$ cat src/rtl/fec_pkg.sv
package fec_pkg;
  localparam logic [31:0] KEY_FIRST  = 32'h4567_0123;
  localparam logic [31:0] KEY_SECOND = 32'hCDEF_89AB;

  localparam int OFS_KEY  = 4;
  localparam int OFS_STAT = 12;
  localparam int OFS_CTRL = 16;
  localparam int OFS_ADDR = 20;

  localparam int CB_PAGE = 1;
  localparam int CB_MASS = 2;
  localparam int CB_GO   = 6;
  localparam int CB_LOCK = 7;
  localparam int SB_BUSY = 0;
  localparam int SB_DONE = 5;

  typedef enum logic [1:0] {KG_WAIT_A, KG_WAIT_B, KG_OPEN, KG_FROZEN} kg_state_e;
  typedef enum logic [1:0] {SQ_IDLE, SQ_REQ, SQ_RUN} sq_state_e;
endpackage

$ cat src/rtl/fec_keyguard.sv
module fec_keyguard
  import fec_pkg::*;
#(
  parameter int DATA_W = 32
) (
  input  logic              clk,
  input  logic              rst_n,
  input  logic              key_wr,
  input  logic [DATA_W-1:0] key_val,
  input  logic              relock,
  output logic              locked
);
  kg_state_e st_q, st_d;

  always_comb begin
    st_d = st_q;
    unique case (st_q)
      KG_WAIT_A: if (key_wr) st_d = (key_val == DATA_W'(KEY_FIRST))  ? KG_WAIT_B : KG_FROZEN;
      KG_WAIT_B: if (key_wr) st_d = (key_val == DATA_W'(KEY_SECOND)) ? KG_OPEN   : KG_FROZEN;
      KG_OPEN:   if (relock) st_d = KG_WAIT_A;
      KG_FROZEN: st_d = KG_FROZEN;
      default:   st_d = KG_FROZEN;
    endcase
  end

  always_ff @(posedge clk or negedge rst_n) begin
    if (!rst_n) st_q <= KG_WAIT_A;
    else        st_q <= st_d;
  end

  assign locked = (st_q != KG_OPEN);
endmodule

$ cat src/rtl/fec_sequencer.sv
module fec_sequencer
  import fec_pkg::*;
#(
  parameter int DATA_W   = 32,
  parameter int PAGE_CYC = 16,
  parameter int MASS_CYC = 64
) (
  input  logic              clk,
  input  logic              rst_n,
  input  logic              launch,
  input  logic              launch_mass,
  input  logic [DATA_W-1:0] launch_addr,
  input  logic              erase_ready,
  output logic              busy,
  output logic              finish,
  output logic              erase_valid,
  output logic              erase_mass,
  output logic [DATA_W-1:0] erase_addr
);
  localparam int MAX_CYC = (MASS_CYC > PAGE_CYC) ? MASS_CYC : PAGE_CYC;
  localparam int CNT_W   = $clog2(MAX_CYC + 1);

  sq_state_e        st_q;
  logic [CNT_W-1:0] cnt_q;
  logic             mass_q;
  logic [DATA_W-1:0] addr_q;

  assign finish = (st_q == SQ_RUN) && (cnt_q == '0);

  always_ff @(posedge clk or negedge rst_n) begin
    if (!rst_n) begin
      st_q   <= SQ_IDLE;
      cnt_q  <= '0;
      mass_q <= 1'b0;
      addr_q <= '0;
    end else begin
      unique case (st_q)
        SQ_IDLE: if (launch) begin
          st_q   <= SQ_REQ;
          mass_q <= launch_mass;
          addr_q <= launch_addr;
        end
        SQ_REQ: if (erase_ready) begin
          st_q  <= SQ_RUN;
          cnt_q <= mass_q ? CNT_W'(MASS_CYC - 1) : CNT_W'(PAGE_CYC - 1);
        end
        SQ_RUN: begin
          if (cnt_q == '0) st_q <= SQ_IDLE;
          else             cnt_q <= cnt_q - 1'b1;
        end
        default: st_q <= SQ_IDLE;
      endcase
    end
  end

  assign busy        = (st_q != SQ_IDLE);
  assign erase_valid = (st_q == SQ_REQ);
  assign erase_mass  = mass_q;
  assign erase_addr  = addr_q;
endmodule

$ cat src/rtl/flash_erase_ctrl.sv
module flash_erase_ctrl
  import fec_pkg::*;
#(
  parameter int ADDR_W   = 5,
  parameter int DATA_W   = 32,
  parameter int PAGE_CYC = 16,
  parameter int MASS_CYC = 64
) (
  input  logic              clk,
  input  logic              rst_n,
  input  logic              reg_wr,
  input  logic [ADDR_W-1:0] reg_addr,
  input  logic [DATA_W-1:0] reg_wdata,
  output logic [DATA_W-1:0] reg_rdata,
  output logic              erase_valid,
  input  logic              erase_ready,
  output logic              erase_mass,
  output logic [DATA_W-1:0] erase_addr
);
  logic hit_key, hit_stat, hit_ctrl, hit_addr;
  assign hit_key  = (reg_addr == ADDR_W'(OFS_KEY));
  assign hit_stat = (reg_addr == ADDR_W'(OFS_STAT));
  assign hit_ctrl = (reg_addr == ADDR_W'(OFS_CTRL));
  assign hit_addr = (reg_addr == ADDR_W'(OFS_ADDR));

  logic locked, busy, finish;
  logic sel_page_q, sel_mass_q, eop_q;
  logic [DATA_W-1:0] page_addr_q;

  logic ctl_wr, relock, field_wr, one_sel, launch;
  assign ctl_wr   = reg_wr && hit_ctrl;
  assign relock   = ctl_wr && !locked && reg_wdata[CB_LOCK];
  assign field_wr = ctl_wr && !locked && !busy && !reg_wdata[CB_LOCK];
  assign one_sel  = reg_wdata[CB_PAGE] ^ reg_wdata[CB_MASS];
  assign launch   = field_wr && reg_wdata[CB_GO] && one_sel;

  fec_keyguard #(.DATA_W(DATA_W)) u_keyguard (
    .clk     (clk),
    .rst_n   (rst_n),
    .key_wr  (reg_wr && hit_key),
    .key_val (reg_wdata),
    .relock  (relock),
    .locked  (locked)
  );

  fec_sequencer #(.DATA_W(DATA_W), .PAGE_CYC(PAGE_CYC), .MASS_CYC(MASS_CYC)) u_seq (
    .clk         (clk),
    .rst_n       (rst_n),
    .launch      (launch),
    .launch_mass (reg_wdata[CB_MASS]),
    .launch_addr (page_addr_q),
    .erase_ready (erase_ready),
    .busy        (busy),
    .finish      (finish),
    .erase_valid (erase_valid),
    .erase_mass  (erase_mass),
    .erase_addr  (erase_addr)
  );

  always_ff @(posedge clk or negedge rst_n) begin
    if (!rst_n) begin
      sel_page_q  <= 1'b0;
      sel_mass_q  <= 1'b0;
      eop_q       <= 1'b0;
      page_addr_q <= '0;
    end else begin
      if (relock) begin
        sel_page_q <= 1'b0;
        sel_mass_q <= 1'b0;
      end else if (field_wr) begin
        sel_page_q <= reg_wdata[CB_PAGE];
        sel_mass_q <= reg_wdata[CB_MASS];
      end
      if (finish)
        eop_q <= 1'b1;
      else if (reg_wr && hit_stat && reg_wdata[SB_DONE])
        eop_q <= 1'b0;
      if (reg_wr && hit_addr)
        page_addr_q <= reg_wdata;
    end
  end

  always_comb begin
    reg_rdata = '0;
    if (hit_ctrl) begin
      reg_rdata[CB_LOCK] = locked;
      reg_rdata[CB_GO]   = busy;
      reg_rdata[CB_MASS] = sel_mass_q;
      reg_rdata[CB_PAGE] = sel_page_q;
    end else if (hit_stat) begin
      reg_rdata[SB_BUSY] = busy;
      reg_rdata[SB_DONE] = eop_q;
    end else if (hit_addr) begin
      reg_rdata = page_addr_q;
    end
  end
endmodule

$ cat config.mk
export PLATFORM = sky130hd
export DESIGN_NAME = flash_erase_ctrl
export DESIGN_NICKNAME = d
export VERILOG_FILES = /design/src/rtl/fec_pkg.sv /design/src/rtl/fec_keyguard.sv /design/src/rtl/fec_sequencer.sv /design/src/rtl/flash_erase_ctrl.sv
export SDC_FILE = /design/constraint.sdc
export NUM_CORES = 1
export LEC_CHECK = 0
export BUFFER_PORTS_ARGS = -buffer_cell sky130_fd_sc_hd__buf_4
export CORE_MARGIN = 2
export CORE_UTILIZATION = 55
export CTS_CLUSTER_SIZE = 30
export DETAILED_ROUTE_END_ITERATION = 10
export HOLD_SLACK_MARGIN = 0.12
export PLACE_DENSITY = 0.86
export SYNTH_ARGS = -nofsm -noshare
export SYNTH_HDL_FRONTEND = slang
export SYNTH_SLANG_ARGS = --single-unit
$ cat constraint.sdc
create_clock -name clk -period 5.2 [get_ports clk]
set_clock_uncertainty 0.2 [all_clocks]
set_input_delay 0.26 -clock clk [delete_from_list [all_inputs] [get_ports clk]]
set_output_delay 0.26 -clock clk [all_outputs]
set_load 0.01 [all_outputs]
After elaboration in Yosys (flattened, before gate mapping)

Cells that the tools add are included.

Register bits after elaboration: 79
Logic and storage cells: 86
Output and inout port bits: 66
Input bits: 41

Add/sub/neg operators: 1
Reduce and logical (&&, ||, !) cells: 26
Equal/unequal tests: 19
Mux-type cells: 30
Bitwise operators: 1

Operators with widths:

| kind                                                  | count |
|---|---|
| equality test 32 x 31 -> 1 bit, second input constant | 1 |
| equality test 32 bit, second input constant           | 1 |
| two-way mux 32 bit                                    | 1 |
| two-way mux 26 bit                                    | 1 |
| two-way mux 24 bit                                    | 1 |
| two-way mux 2 bit                                     | 9 |
| two-way mux 7 bit                                     | 2 |
| one-hot mux 7 bit (2 select lines)                    | 1 |
| logical AND 1 bit                                     | 12 |
| equality test 5 bit, second input constant            | 2 |
| two-way mux 1 bit                                     | 10 |
| != test 2 bit, second input constant                  | 5 |
| AND reduction 3 bit                                   | 3 |
| one-hot mux 2 bit (4 select lines)                    | 1 |
| nonzero test 2 bit                                    | 4 |
| zero test 7 bit                                       | 1 |
| subtractor 7 x 1 -> 7 bit, second input constant      | 1 |
| equality test 2 bit, second input constant            | 3 |
| two-way mux 6 bit                                     | 1 |
| != test 2 x 1 -> 1 bit, second input constant         | 3 |
| one-hot mux 2 bit (3 select lines)                    | 1 |
| equality test 5 x 3 -> 1 bit, second input constant   | 1 |
| equality test 5 x 4 -> 1 bit, second input constant   | 1 |
| equality test 2 x 1 -> 1 bit, second input constant   | 2 |
| 6 further kinds                                       | 9 |

Logic depth before layout (Yosys ltp)

Gate-level depths: netlist of run 1.

Depth after elaboration: 9
Depth in mapped cells: 7
Gate-level depth less buffers: 6

By module

A second synthesis of run 1 with hierarchy kept.

Cells, all modules: 284
Area, all modules: 3828.7 um2

Modules (own cells, without submodules):

| module           | area each (um2) | cells an instance | instances | seq. area each (um2) |
|---|---|---|---|---|
| flash_erase_ctrl | 1824.2          | 133               | 1         | 875.8 |
| fec_sequencer    | 1791.7          | 127               | 1         | 1051.0 |
| fec_keyguard     | 212.7           | 24                | 1         | 50.0 |

Least setup slack after synthesis of run 1

Ideal clock, no wire load.

Path type: input to register
Start point: input port reg_addr[1]
End point: register u_seq.addr_q[10] (netlist: u_seq.erase_addr[10])
Library setup time: 125 ps
Arrival time: 1971 ps
Slack: 2904 ps
Cell stages on the path: 5
Required time: 4875 ps
Path buffers: 2
Cell sequence: or4b_1 buf_6 nor4_4 buf_6 mux2_2

Longest elaborated chain between the ends: 8

RTL lines:

| what                                 | line                   | text |
|---|---|---|
| from (decl)                          | flash_erase_ctrl.sv:12 | `input logic [ADDR_W-1:0] reg_addr,` |
| equality test 5 bit                  | flash_erase_ctrl.sv:23 | `assign hit_ctrl = (reg_addr == ADDR_W'(OFS_CTRL));` |
| logical AND 1 bit                    | flash_erase_ctrl.sv:31 | `assign ctl_wr = reg_wr && hit_ctrl;` |
| logical AND 1 bit (3 in a row)       | flash_erase_ctrl.sv:33 | `assign field_wr = ctl_wr && !locked && !busy && !reg_wdata[CB_LOCK];` |
| logical AND 1 bit (2 in a row)       | flash_erase_ctrl.sv:35 | `assign launch = field_wr && reg_wdata[CB_GO] && one_sel;` |
| AND reduction 2 bit (no source line) | -                      |  |
| to (signal assigned)                 | fec_sequencer.sv:41    | `addr_q <= launch_addr;` |
| to (decl)                            | fec_sequencer.sv:26    | `logic [DATA_W-1:0] addr_q;` |

No other way between the ends.
A chain may end at the register's enable or synchronous reset.

Worst setup path after layout of run 1

Start point: input port reg_addr[3]
End point: register u_seq.addr_q[6] (netlist: u_seq.erase_addr[6])

Same word-level chain as after synthesis.

==> summary.txt, run 1 <==
Run status -> finished, final reports clean
Setup TNS Final -> 0 ns
Required time worst endpoint -> 5.22 ns
Post-detailed-route count of antenna-violating nets -> 0
Setup slack of the most critical reg-to-reg path -> 2.51 ns
Num CTS Buffers -> 9
Critical Path Source Type -> input pin
Clock root cell -> sky130_fd_sc_hd__clkbuf_8
Final GP Congestion -> 0.8333
Layout cell share with drive strength beyond 1 -> 43.71%
Wire length of the first global-routing pass -> 14660 microns
Clk pin slew, worst setup/hold paths -> 0.07 ns
Worst-case headroom to the max-slew limit -> 35.30%
Pwr/cell area -> 283.9 nW/um^2
Number of remaining DRC errors -> 0
Arr. time, crit path -> 3.25 ns
Detailed Place HPWL -> 5948 microns
Clk buf depth -> 2
Largest fanout of any net on the critical path -> 24
Number of antenna violations at the first check in global routing -> 0
Post-layout utilization of the core -> 79.41%
Seq/Total Area, Yosys -> 54.07%
Final-report max-slew violation count -> 0
Primary FF master, synth -> sky130_fd_sc_hd__dfrtp_1
Die area -> 7315 sq um
Async SR Flop Fraction -> 100.0%
Hold Slack -> 0.1559 ns
Detailed Routing Iterations Pass 1 -> 4
Number of clock sinks seen by CTS -> 79
Via count of the first global-routing pass -> 2891
Slew of the pin with the lowest slew margin -> 0.9705 ns
RSZ-0062 raised after global routing -> no
Antenna cells -> 0
Area fraction of the dominant cell type after synthesis -> 54.07%
Post-synthesis instance area -> 3656 sq um
Final wirelength -> 9087 microns
Kind of path behind the tightest hold check -> input pin to register
YS warnings -> 0
Final #Nets -> 477
Initial drt markers -> 156
Critical path endpoint category -> register
Syn Nets -> 334
Die W -> 85.53 microns
Period Utilization, post-route -> 62.18%
Cells taking the most area after synthesis -> sky130_fd_sc_hd__dfrtp_1 (54%), sky130_fd_sc_hd__mux2_2 (19%), sky130_fd_sc_hd__and2_1 (4.6%)
Post-synthesis sequential element count -> 79
Cell count after synthesis -> 289
Floorplan die height -> 85.53 microns
Pin count of the biggest net entering global routing -> 80
Cell type contributing the most total cell area after synthesis -> sky130_fd_sc_hd__dfrtp_1
Initial cell density of the core -> 57.25%
Final worst-path setup slack -> 1.967 ns
Core area -> 6386 sq um
Number of vias in the routed layout -> 2873
Clk_lat worst skew -> 0.34 ns
Overall global routing resource usage -> 25.93%
Average cell area after synthesis -> 12.65 sq um
TritonCTS clock tree -> done
Sum of overflow across all layers after global routing -> 0
Post-CTS Setup Repair Bufs -> 0
Placement row count -> 29
Critical path class -> input pin to register
Hold Violations, Final -> 0
H-Tree Depth -> 3
Average via count per standard cell -> 5.589
Layout fillers -> 388
Leakage -> 2.521 nW
IR drop worst, VDD -> 211.7 uV
EDFF count, synth -> 0
Maximum Capacitance Violations -> 0
Routed length per placed instance -> 17.68 microns
Number of port buffers -> 106
Highest clock rate -> 309.3 MHz
Post-synthesis to final-layout area growth -> 38.71%
Pre-CTS WS -> 2.168 ns
Finish-stage setup viols -> 0
Unique masters post-synth -> 43
Io pins -> 107
Final period demand of the worst path -> 3.233 ns
==> critical path: stages <==
cell	delay, ns
sky130_fd_sc_hd__dlygate4sd3_1	0.54
sky130_fd_sc_hd__buf_4	0.15
sky130_fd_sc_hd__or4b_1	0.67
sky130_fd_sc_hd__nor4_4	0.78
sky130_fd_sc_hd__buf_4	0.45
sky130_fd_sc_hd__mux2_2	0.38
==> sequential cells by signal, summed over array words and instances (netlist names) <==
register / flops
eop_q: 1
page_addr_q: 32
sel_mass_q: 1
sel_page_q: 1
u_keyguard.st_q: 2
u_seq.cnt_q: 7
u_seq.erase_addr: 32
u_seq.erase_mass: 1
u_seq.st_q: 2
==> metal layers <==
layer / vias up / global-route usage [%] / share of wire (%)
met5: - / 0 / 0
met4: 0 / 9.668 / 1.8
met3: 13 / 3.369 / 4.4
met2: 94 / 44.53 / 52
met1: 1445 / 33.90 / 41
li1: 1321 / - / -
==> cell usage after synthesis, types with 2 or more instances <==
cell type and number:
sky130_fd_sc_hd__nor4_1 2, sky130_fd_sc_hd__inv_1 9, sky130_fd_sc_hd__a31oi_1 3, sky130_fd_sc_hd__o2bb2ai_1 2, sky130_fd_sc_hd__nor2_1 14, sky130_fd_sc_hd__or4bb_1 4, sky130_fd_sc_hd__mux2i_1 2, sky130_fd_sc_hd__and2_1 27
sky130_fd_sc_hd__nor3_1 4, sky130_fd_sc_hd__nand4_1 4, sky130_fd_sc_hd__clkbuf_1 5, sky130_fd_sc_hd__a2bb2oi_1 3, sky130_fd_sc_hd__buf_6 4, sky130_fd_sc_hd__mux2_1 3, sky130_fd_sc_hd__a21oi_1 6, sky130_fd_sc_hd__nand3_1 3
sky130_fd_sc_hd__buf_1 3, sky130_fd_sc_hd__a22o_1 3, sky130_fd_sc_hd__dfrtp_1 79, sky130_fd_sc_hd__ha_1 4, sky130_fd_sc_hd__o21ai_0 6, sky130_fd_sc_hd__nand2_1 11, sky130_fd_sc_hd__a32o_1 2, sky130_fd_sc_hd__o32a_1 2
sky130_fd_sc_hd__nand2b_1 3, sky130_fd_sc_hd__mux2_2 62, sky130_fd_sc_hd__nor4b_1 2, sky130_fd_sc_hd__o22ai_1 2
==> cell type report <==
type                    count  area, sq um  area share [%]
clock buffers              11        141.4           2.788
inverters                   9        33.78          0.6662
multi-input cells         189         1573           31.01
clock inverters             5        81.33           1.604
well taps                  77        96.34           1.900
repair buffers            144         1169           23.04
flip-flops and latches     79         1977           38.98
==> cells by family after synthesis <==
family          count (synthesis)  share of synthesized area [%]
simple gates                   82                          13.59
flops                          79                          54.07
mux                            67                          20.57
compound gates                 35                          7.188
buf+inv                        21                          2.977
fa+ha+maj                       4                          1.369
xor+xnor                        1                         0.2396
==> power breakdown <==
part | switching (mW) | leakage, nW | internal, mW | total [mW]
logic | 0.0743 | 1.37 | 0.111 | 0.185
registers | 0.0632 | 1.04 | 0.686 | 0.749
clock network | 0.222 | 0.110 | 0.284 | 0.506
==> cell usage in the layout (no fill, tap or decap), drive strengths merged, types with 3 or more instances in the layout <==
cell | Yosys | layout
a31oi | 3 | 3
a21oi | 6 | 6
nand4 | 4 | 4
mux2 | 65 | 65
clkbuf | 5 | 11
nor3 | 4 | 4
or4bb | 4 | 4
nor4 | 3 | 3
nand3 | 3 | 3
a2bb2oi | 3 | 3
o21ai | 6 | 6
a22o | 3 | 3
inv | 9 | 9
dlygate4sd3 | 0 | 35
dfrtp | 79 | 79
nand2 | 11 | 11
nand2b | 3 | 3
buf | 7 | 109
nor2 | 14 | 14
ha | 4 | 4
and2 | 27 | 27
==> per-stage QoR <==
step / area (sq um) / total power [mW] / instances
floorplan: 3656 / 0.8361 / 289
global placement: 4498 / 0.9092 / 463
detailed placement: 4498 / 0.9206 / 463
CTS: 5071 / 1.439 / 514
global route: 5071 / 1.500 / 514
finish: 5071 / 1.440 / 514
==> worst paths after layout <==
kind	from	endpoint	cells after the start
max in group asynchronous	rst_n	sel_mass_q	2
hold reg to reg	u_seq.erase_addr[30]	u_seq.erase_addr[30]	1
setup reg to reg	u_seq.st_q[0]	u_seq.erase_addr[6]	6
setup / recovery	reg_addr[3]	u_seq.erase_addr[6]	6
hold / removal	erase_ready	u_seq.st_q[0]	3
min in group asynchronous	rst_n	u_seq.cnt_q[2]	2
==> repair_timing <==
item / 4_1_cts / 5_1_grt
hold buffers: 35 / 0
resized for setup: 0 / 0
hold endpoints to repair: 116 / 0
setup endpoints to repair: 0 / 0
(Power assumes the default switching activity.)
==> run 2, diff against run 1 <==
ABC_AREA = 1   (was not set)
CORE_UTILIZATION = 47   (was 55)
PLACE_DENSITY = 0.78   (was 0.86)
clock period = 2.9 ns   (was 5.2 ns; I/O delays follow)
==> run 2 against run 1 <==
Compared with the run above:
- largest power group unchanged
- global-route usage down 2.1 points
- power up 64%
- non-clock buffer count up 9
- critical path type unchanged
- utilization down 12 points
==> summary.txt, run 2 <==
Initial drt markers -> 252 (was 156)
Post-detailed-route count of antenna-violating nets -> 0 (unchanged)
Antenna cells -> 0 (unchanged)
Die area -> 8697 sq um (was 7315 sq um)
Critical Path Source Type -> input pin (unchanged)
Arr. time, crit path -> 2.78 ns (was 3.25 ns)
Clock root cell -> sky130_fd_sc_hd__clkbuf_8 (unchanged)
Largest fanout of any net on the critical path -> 4 (was 24)
Core area -> 7727 sq um (was 6386 sq um)
Resized cells post-CTS -> 0 (unchanged)
Leakage -> 2.761 nW (was 2.521 nW)
Floorplan die height -> 93.26 microns (was 85.53 microns)
Number of port buffers -> 106 (unchanged)
Unique masters post-synth -> 24 (was 43)
Clk buf depth -> 2 (unchanged)
Cell type contributing the most total cell area after synthesis -> sky130_fd_sc_hd__dfrtp_1 (unchanged)
Number of antenna violations at the first check in global routing -> 0 (unchanged)
Period Utilization, post-route -> 94.69%
Run status -> finished, final reports clean (unchanged)
Hold Violations, Final -> 0 (unchanged)
Maximum Capacitance Violations -> 0 (unchanged)
Routed length per placed instance -> 13.61 microns (was 17.68 microns)
Average cell area after synthesis -> 7.917 sq um (was 12.65 sq um)
Placement row count -> 32 (was 29)
CP delay by family, top -> buffers and inverters (was simple AND/OR/NAND/NOR gates)
Initial cell density of the core -> 48.46% (was 57.25%)
Cell count after synthesis -> 473 (was 289)
Final #Nets -> 666 (was 477)
Crit path top cell by count -> sky130_fd_sc_hd__nand2_1 (was sky130_fd_sc_hd__buf_4)
Layout fillers -> 615 (was 388)
Average via count per standard cell -> 4.897 (was 5.589)
Finish-stage setup viols -> 0 (unchanged)
Area fraction of the dominant cell type after synthesis -> 52.79% (was 54.07%)
Io pins -> 107 (unchanged)
Crit-path cells -> dlygate4sd3_1, buf_4, nor2_2, dlygate4sd3_1, nand2_1, nor2_4, dlygate4sd3_1, nand3_1, nand2_1, nand2_1, o21bai_1, nand2_1 (was dlygate4sd3_1, buf_4, or4b_1, nor4_4, buf_4, mux2_2)
Detailed Place HPWL -> 6798 microns (was 5948 microns)
Largest stage delay on the critical path -> 0.60 ns (was 0.78 ns)
Post-synthesis to final-layout area growth -> 39.66% (was 38.71%)
Kind of path behind the tightest hold check -> input pin to register (unchanged)
Setup TNS Final -> 0 ns (unchanged)
Detailed Routing Iterations Pass 1 -> 4 (unchanged)
Slew of the pin with the lowest slew margin -> 0.9875 ns (was 0.9705 ns)
Critical path endpoint category -> register (unchanged)
IR drop worst, VDD -> 365.3 uV (was 211.7 uV)
Most used standard cells in the synthesized netlist -> sky130_fd_sc_hd__nand2_1 (106), sky130_fd_sc_hd__dfrtp_1 (79), sky130_fd_sc_hd__inv_1 (74), sky130_fd_sc_hd__nor2_1 (74), sky130_fd_sc_hd__o21ai_0 (33) (was sky130_fd_sc_hd__dfrtp_1 (79), sky130_fd_sc_hd__mux2_2 (62), sky130_fd_sc_hd__and2_1 (27), sky130_fd_sc_hd__nor2_1 (14), sky130_fd_sc_hd__nand2_1 (11))
Wire length of the first global-routing pass -> 16280 microns (was 14660 microns)
Cell count after placement -> 669 (was 463)
Number of remaining DRC errors -> 0 (unchanged)
Syn Nets -> 518 (was 334)
Overall global routing resource usage -> 23.78% (was 25.93%)
Primary FF master, synth -> sky130_fd_sc_hd__dfrtp_1 (unchanged)
Num CTS Buffers -> 9 (unchanged)
Cells taking the most area after synthesis -> sky130_fd_sc_hd__dfrtp_1 (53%), sky130_fd_sc_hd__nand2_1 (11%), sky130_fd_sc_hd__inv_1 (7.4%) (was sky130_fd_sc_hd__dfrtp_1 (54%), sky130_fd_sc_hd__mux2_2 (19%), sky130_fd_sc_hd__and2_1 (4.6%))
Post-synthesis sequential element count -> 79 (unchanged)
Seq/Total Area, Yosys -> 52.79% (was 54.07%)
Sum of overflow across all layers after global routing -> 0 (unchanged)
Pwr/cell area -> 450.8 nW/um^2 (was 283.9 nW/um^2)
Final wirelength -> 9905 microns (was 9087 microns)
Die W -> 93.26 microns (was 85.53 microns)
RSZ-0062 raised after global routing -> no (unchanged)
Async SR Flop Fraction -> 100.0% (unchanged)
Total power after layout -> 2.358 mW (was 1.440 mW)
Leading cell type in the layout, fill and taps excluded -> sky130_fd_sc_hd__buf_4 (unchanged)
Post-CTS Setup Repair Bufs -> 0 (unchanged)
Number of vias in the routed layout -> 3565 (was 2873)
Critical path class -> input pin to register (unchanged)
EDFF count, synth -> 0 (unchanged)
Number of hold buffers added after cts -> 43 (was 35)
TritonCTS clock tree -> done (unchanged)
Final instance count without filler cells -> 728 (was 514)
Top library cells by usage in the layout, fill and taps aside -> sky130_fd_sc_hd__buf_4 (110), sky130_fd_sc_hd__nand2_1 (106), sky130_fd_sc_hd__dfrtp_1 (79), sky130_fd_sc_hd__inv_1 (74), sky130_fd_sc_hd__nor2_1 (74) (was sky130_fd_sc_hd__buf_4 (109), sky130_fd_sc_hd__dfrtp_1 (79), sky130_fd_sc_hd__mux2_2 (62), sky130_fd_sc_hd__dlygate4sd3_1 (35), sky130_fd_sc_hd__and2_1 (27))
YS warnings -> 0 (unchanged)
Clk pin slew, worst setup/hold paths -> 0.08 ns (was 0.07 ns)
Layout cell share with drive strength beyond 1 -> 22.04% (was 43.71%)
Final-report max-slew violation count -> 0 (unchanged)
Highest clock rate -> 364.2 MHz
Clk_lat worst skew -> 0.35 ns (was 0.34 ns)
Setup slack of the most critical reg-to-reg path -> 0.80 ns (was 2.51 ns)
Count of buffering cells on the critical path with inverters included -> 4 (was 3)
Final GP Congestion -> 0.8184 (was 0.8333)
Required time worst endpoint -> 2.94 ns (was 5.22 ns)
Leading cell type by number of instances after synthesis -> sky130_fd_sc_hd__nand2_1 (was sky130_fd_sc_hd__dfrtp_1)
Worst-case headroom to the max-slew limit -> 34.17% (was 35.30%)
Number of clock sinks seen by CTS -> 79 (unchanged)
Final period demand of the worst path -> 2.746 ns
Pin count of the biggest net entering global routing -> 80 (unchanged)
Via count of the first global-routing pass -> 3569 (was 2891)
Slowest stage cell on the critical path -> sky130_fd_sc_hd__dlygate4sd3_1 (was sky130_fd_sc_hd__nor4_4)
Post-synthesis instance area -> 3745 sq um (was 3656 sq um)
H-Tree Depth -> 3 (unchanged)
## run 2: changes by cell type after synthesis, sizes merged, moves of 4 or more
cell   previous run  this run
a21oi             6        20
and2             27         0
inv               9        75
mux2             65         0
nand2            11       109
nand3             3        10
nor2             14        79
o21ai             6        63
or4bb             4         0
## run 2: metrics by stage
| stage | utilization (%) | cell area, sq um | worst slack (ns) | hold WS, ns |
|---|---|---|---|---|
| after floorplan | - | 3745 | 1.196 | -0.3506 |
| after global placement | 59.54 | 4601 | 1.036 | 0.1711 |
| after detailed placement | 59.54 | 4601 | 0.9111 | 0.1762 |
| after CTS | 67.68 | 5230 | 0.2034 | 0.1786 |
| after global routing | 67.68 | 5230 | 0.01478 | 0.2405 |
| final | 67.68 | 5230 | 0.1541 | 0.2042 |
## run 2: worst paths after layout
kind,start,end,cells past startpoint
setup / recovery,reg_addr[0],u_keyguard.st_q[0],12
hold / removal,reg_addr[1],sel_mass_q,7
setup reg to reg,u_seq.st_q[1],sel_page_q,7
hold reg to reg,page_addr_q[2],page_addr_q[2],2
max in group asynchronous,rst_n,u_seq.erase_addr[26],2
min in group asynchronous,rst_n,u_seq.erase_addr[8],2
## run 2: logic make-up after synthesis
group | count (synthesis) | synth area share (%)
xor gates and xnor gates | 1 | 0.2339
buffers and inverters | 91 | 10.12
AOI/OAI and AO/OA | 88 | 12.26
and+or+nand+nor | 210 | 23.25
DFF | 79 | 52.79
adders and majority gates | 4 | 1.337
## run 2: final cells by class
cell class | instances | area, sq um | share of cell area, %
timing repair buffer | 153 | 1256 | 24.02
clock buffer | 11 | 141.4 | 2.703
inverter | 75 | 281.5 | 5.383
clock inverter | 5 | 57.56 | 1.100
multi-input combinational | 303 | 1389 | 26.55
sequential | 79 | 1977 | 37.80
tap | 102 | 127.6 | 2.440
## run 2: per-layer routing
| layer | vias to the layer above | wire, microns | part of all wire (%) | global-route usage (%) |
|---|---|---|---|---|
| met5 | - | 0 | 0 | 0 |
| met4 | 0 | 149 | 1.5 | 10.66 |
| met3 | 11 | 443 | 4.5 | 3.143 |
| met2 | 106 | 5105 | 52 | 41.67 |
| met1 | 1680 | 4207 | 42 | 29.22 |
| li1 | 1768 | - | - | - |
## run 2: tightest hold or removal path: stages
cell                      delay (ns)
sky130_fd_sc_hd__buf_4          0.08
sky130_fd_sc_hd__nor2_2         0.04
sky130_fd_sc_hd__nand4_1        0.15
sky130_fd_sc_hd__nor3_1         0.08
sky130_fd_sc_hd__o21ai_0        0.11
sky130_fd_sc_hd__nand2_1        0.06
sky130_fd_sc_hd__o21ai_0        0.06
## run 2: power by group
part	internal, mW	switching [mW]
sequential	1.19	0.0371
combinational	0.132	0.176
clock	0.420	0.407
==> run 3, diff against run 2 <==
RECOVER_POWER = 25   (was not set)
TNS_END_PERCENT = 1   (was not set)
==> run 3 against run 2 <==
Compared with the run above:
- the run now ends with max-capacitance violations, max-slew violations left
- first-iteration DRC count rose by 2.0%
- routed wire length shrank 0.27%
- sequential power about the same
- cell area decreased by 2.4%
- cell count unchanged
- global-route usage stayed put
- critical endpoint unchanged
- highest routed layer unchanged
==> summary.txt, run 3 (same netlist as run 2, synthesis figures left out) <==
Hold Slack -> 0.2151 ns (was 0.2042 ns)
Leading cell type in the layout, fill and taps excluded -> sky130_fd_sc_hd__nand2_1 (was sky130_fd_sc_hd__buf_4)
Antenna cells -> 0 (unchanged)
Detailed Place HPWL -> 6798 microns (unchanged)
R2R Path End -> sel_mass_q (was sel_page_q)
Clk buf depth -> 2 (unchanged)
CP delay by family, top -> buffers and inverters (unchanged)
Pwr/cell area -> 461.6 nW/um^2 (was 450.8 nW/um^2)
TritonCTS clock tree -> done (unchanged)
Via count of the first global-routing pass -> 3569 (unchanged)
Highest clock rate -> 364.9 MHz (was 364.2 MHz)
Critical Path Source Type -> input pin (unchanged)
Clk pin slew, worst setup/hold paths -> 0.07 ns (was 0.08 ns)
Number of vias in the routed layout -> 3594 (was 3565)
Die area -> 8697 sq um (unchanged)
Routed length per placed instance -> 13.57 microns (was 13.61 microns)
Crit-path cells -> dlygate4sd3_1, buf_4, nor2_2, dlygate4sd3_1, nand2_1, nor2_4, dlygate4sd3_1, nand3_1, nand2_1, nand2_1, o21bai_1, nand2_1 (unchanged)
Number of clock sinks seen by CTS -> 79 (unchanged)
Post-CTS Setup Repair Bufs -> 0 (unchanged)
Detailed Routing Iterations Pass 1 -> 7 (was 4)
Depth of the worst register-to-register path -> 7 (unchanged)
Core area -> 7727 sq um (unchanged)
Number of remaining DRC errors -> 0 (unchanged)
Top library cells by usage in the layout, fill and taps aside -> sky130_fd_sc_hd__nand2_1 (106), sky130_fd_sc_hd__dfrtp_1 (79), sky130_fd_sc_hd__buf_4 (76), sky130_fd_sc_hd__inv_1 (74), sky130_fd_sc_hd__nor2_1 (74) (was sky130_fd_sc_hd__buf_4 (110), sky130_fd_sc_hd__nand2_1 (106), sky130_fd_sc_hd__dfrtp_1 (79), sky130_fd_sc_hd__inv_1 (74), sky130_fd_sc_hd__nor2_1 (74))
Number of antenna violations at the first check in global routing -> 0 (unchanged)
Final wirelength -> 9878 microns (was 9905 microns)
Run status -> complete, but fails checks (was finished, final reports clean)
Initial drt markers -> 257 (was 252)
Arr. time, crit path -> 2.78 ns (about the same)
Layout fillers -> 656 (was 615)
Wire length of the first global-routing pass -> 16280 microns (unchanged)
Area occupied by multi-input gates -> 1389 sq um (unchanged)
Hold path startpoint -> reg_addr[3] (was reg_addr[1])
Critical path endpoint category -> register (unchanged)
Final GP Congestion -> 0.8184 (unchanged)
Post-detailed-route count of antenna-violating nets -> 0 (unchanged)
Final worst-path setup slack -> 0.1593 ns (was 0.1541 ns)
Final period demand of the worst path -> 2.741 ns (was 2.746 ns)
Placement row count -> 32 (unchanged)
Final-report max-slew violation count -> 80 (was 0)
Clk_lat worst skew -> 0.35 ns (about the same)
Floorplan die height -> 93.26 microns (unchanged)
IR drop worst, VDD -> 365.2 uV (was 365.3 uV)
Maximum Capacitance Violations -> 1 (was 0)
Num CTS Buffers -> 9 (unchanged)
H-Tree Depth -> 3 (unchanged)
RSZ-0062 raised after global routing -> no (unchanged)
Layout cell share with drive strength beyond 1 -> 16.77% (was 22.04%)
Reg-to-Reg Start -> u_seq.st_q[1] (unchanged)
Io pins -> 107 (unchanged)
Post-layout utilization of the core -> 66.05% (was 67.68%)
Setup slack of the most critical reg-to-reg path -> 0.80 ns (about the same)
Leakage -> 2.620 nW (was 2.761 nW)
Total power after layout -> 2.356 mW (was 2.358 mW)
Hold Violations, Final -> 0 (unchanged)
Worst-case headroom to the max-slew limit -> -28.57% (was 34.17%)
Sum of overflow across all layers after global routing -> 0 (unchanged)
Die W -> 93.26 microns (unchanged)
Sink of the worst hold path -> u_keyguard.st_q[0] (was sel_mass_q)
Period Utilization, post-route -> 94.51% (was 94.69%)
Required time worst endpoint -> 2.94 ns (about the same)
Slew of the pin with the lowest slew margin -> 1.929 ns (was 0.9875 ns)
Pin count of the biggest net entering global routing -> 80 (unchanged)
Slowest stage cell on the critical path -> sky130_fd_sc_hd__dlygate4sd3_1 (unchanged)
Largest fanout of any net on the critical path -> 4 (unchanged)
Kind of path behind the tightest hold check -> input pin to register (unchanged)
Initial cell density of the core -> 48.46% (unchanged)
Pre-CTS WS -> 0.9111 ns (unchanged)
Post-synthesis to final-layout area growth -> 36.28% (was 39.66%)
Final #Nets -> 666 (unchanged)
Critical path class -> input pin to register (unchanged)
Sequential cell area in the final layout -> 1977 sq um (unchanged)
Crit path top cell by count -> sky130_fd_sc_hd__nand2_1 (unchanged)
Average via count per standard cell -> 4.937 (was 4.897)
Overall global routing resource usage -> 23.78% (unchanged)
Number of port buffers -> 106 (unchanged)
Clock root cell -> sky130_fd_sc_hd__clkbuf_8 (unchanged)
Number of cells traversed by the worst hold path -> 7 (unchanged)
Count of buffering cells on the critical path with inverters included -> 4 (unchanged)
Largest stage delay on the critical path -> 0.60 ns (about the same)
Finish-stage setup viols -> 0 (unchanged)
Violations in the final reports -> max-capacitance violations, max-slew violations
Setup TNS Final -> 0 ns (unchanged)
## run 3: cell count changes in the layout (fill, tap and decap cells not counted)
cell / previous run / this run
sky130_fd_sc_hd__buf_4: 110 / 76
sky130_fd_sc_hd__clkbuf_1: 1 / 34
sky130_fd_sc_hd__clkbuf_2: 0 / 1
## run 3: metrics by stage
| stage | instance area (sq um) | std cells |
|---|---|---|
| global route | 5104 | 728 |
| detailed placement | 4601 | 669 |
| CTS | 5230 | 728 |
| floorplan | 3745 | 473 |
| finish | 5104 | 728 |
| global placement | 4601 | 669 |
## run 3: power breakdown
group / switching [mW] / internal (mW)
registers: 0.0378 / 1.19
logic: 0.176 / 0.130
clock network: 0.405 / 0.420
## run 3: worst max-delay path by stage
| stage | startpoint | to | slack (ns) | cells past startpoint |
|---|---|---|---|---|
| floorplan | u_seq.st_q[0] | u_seq.erase_mass | 1.20 | 9 |
| global placement | u_seq.st_q[0] | u_seq.st_q[0] | 1.04 | 10 |
| detailed placement | u_seq.st_q[0] | u_seq.st_q[0] | 0.91 | 10 |
| CTS | reg_addr[0] | u_keyguard.st_q[0] | 0.20 | 12 |
| global route | reg_addr[0] | u_keyguard.st_q[0] | 0.01 | 12 |
| finish | reg_addr[0] | u_keyguard.st_q[0] | 0.16 | 12 |
## run 3: final cells by class
type                       count  share of cell area [%]
multi-input combinational    303                   27.21
sequential                    79                   38.74
clock buffer                  11                   2.770
tap                          102                   2.501
timing repair buffer         153                   22.14
inverter                      75                   5.516
clock inverter                 5                   1.128
## run 3: timing repair
item                      4_1_cts  5_1_grt
hold endpoints to repair      120        0
resized for setup               0        0
hold buffers                   43        0
## run 3: per-layer routing
| metal | routed length [microns] | vias to the layer above | track usage [%] |
|---|---|---|---|
| met5 | 0 | - | 0 |
| met4 | 229 | 0 | 10.66 |
| met3 | 439 | 21 | 3.143 |
| met2 | 4993 | 133 | 41.67 |
| met1 | 4215 | 1671 | 29.22 |
| li1 | - | 1769 | - |
## run 3: tightest hold or removal path, delay by kind of cell
kind | cells | cell delay, ns
buffers and inverters | 2 | 0.15
AO/OA/AOI/OAI | 1 | 0.06
AND/OR/NAND/NOR | 4 | 0.38
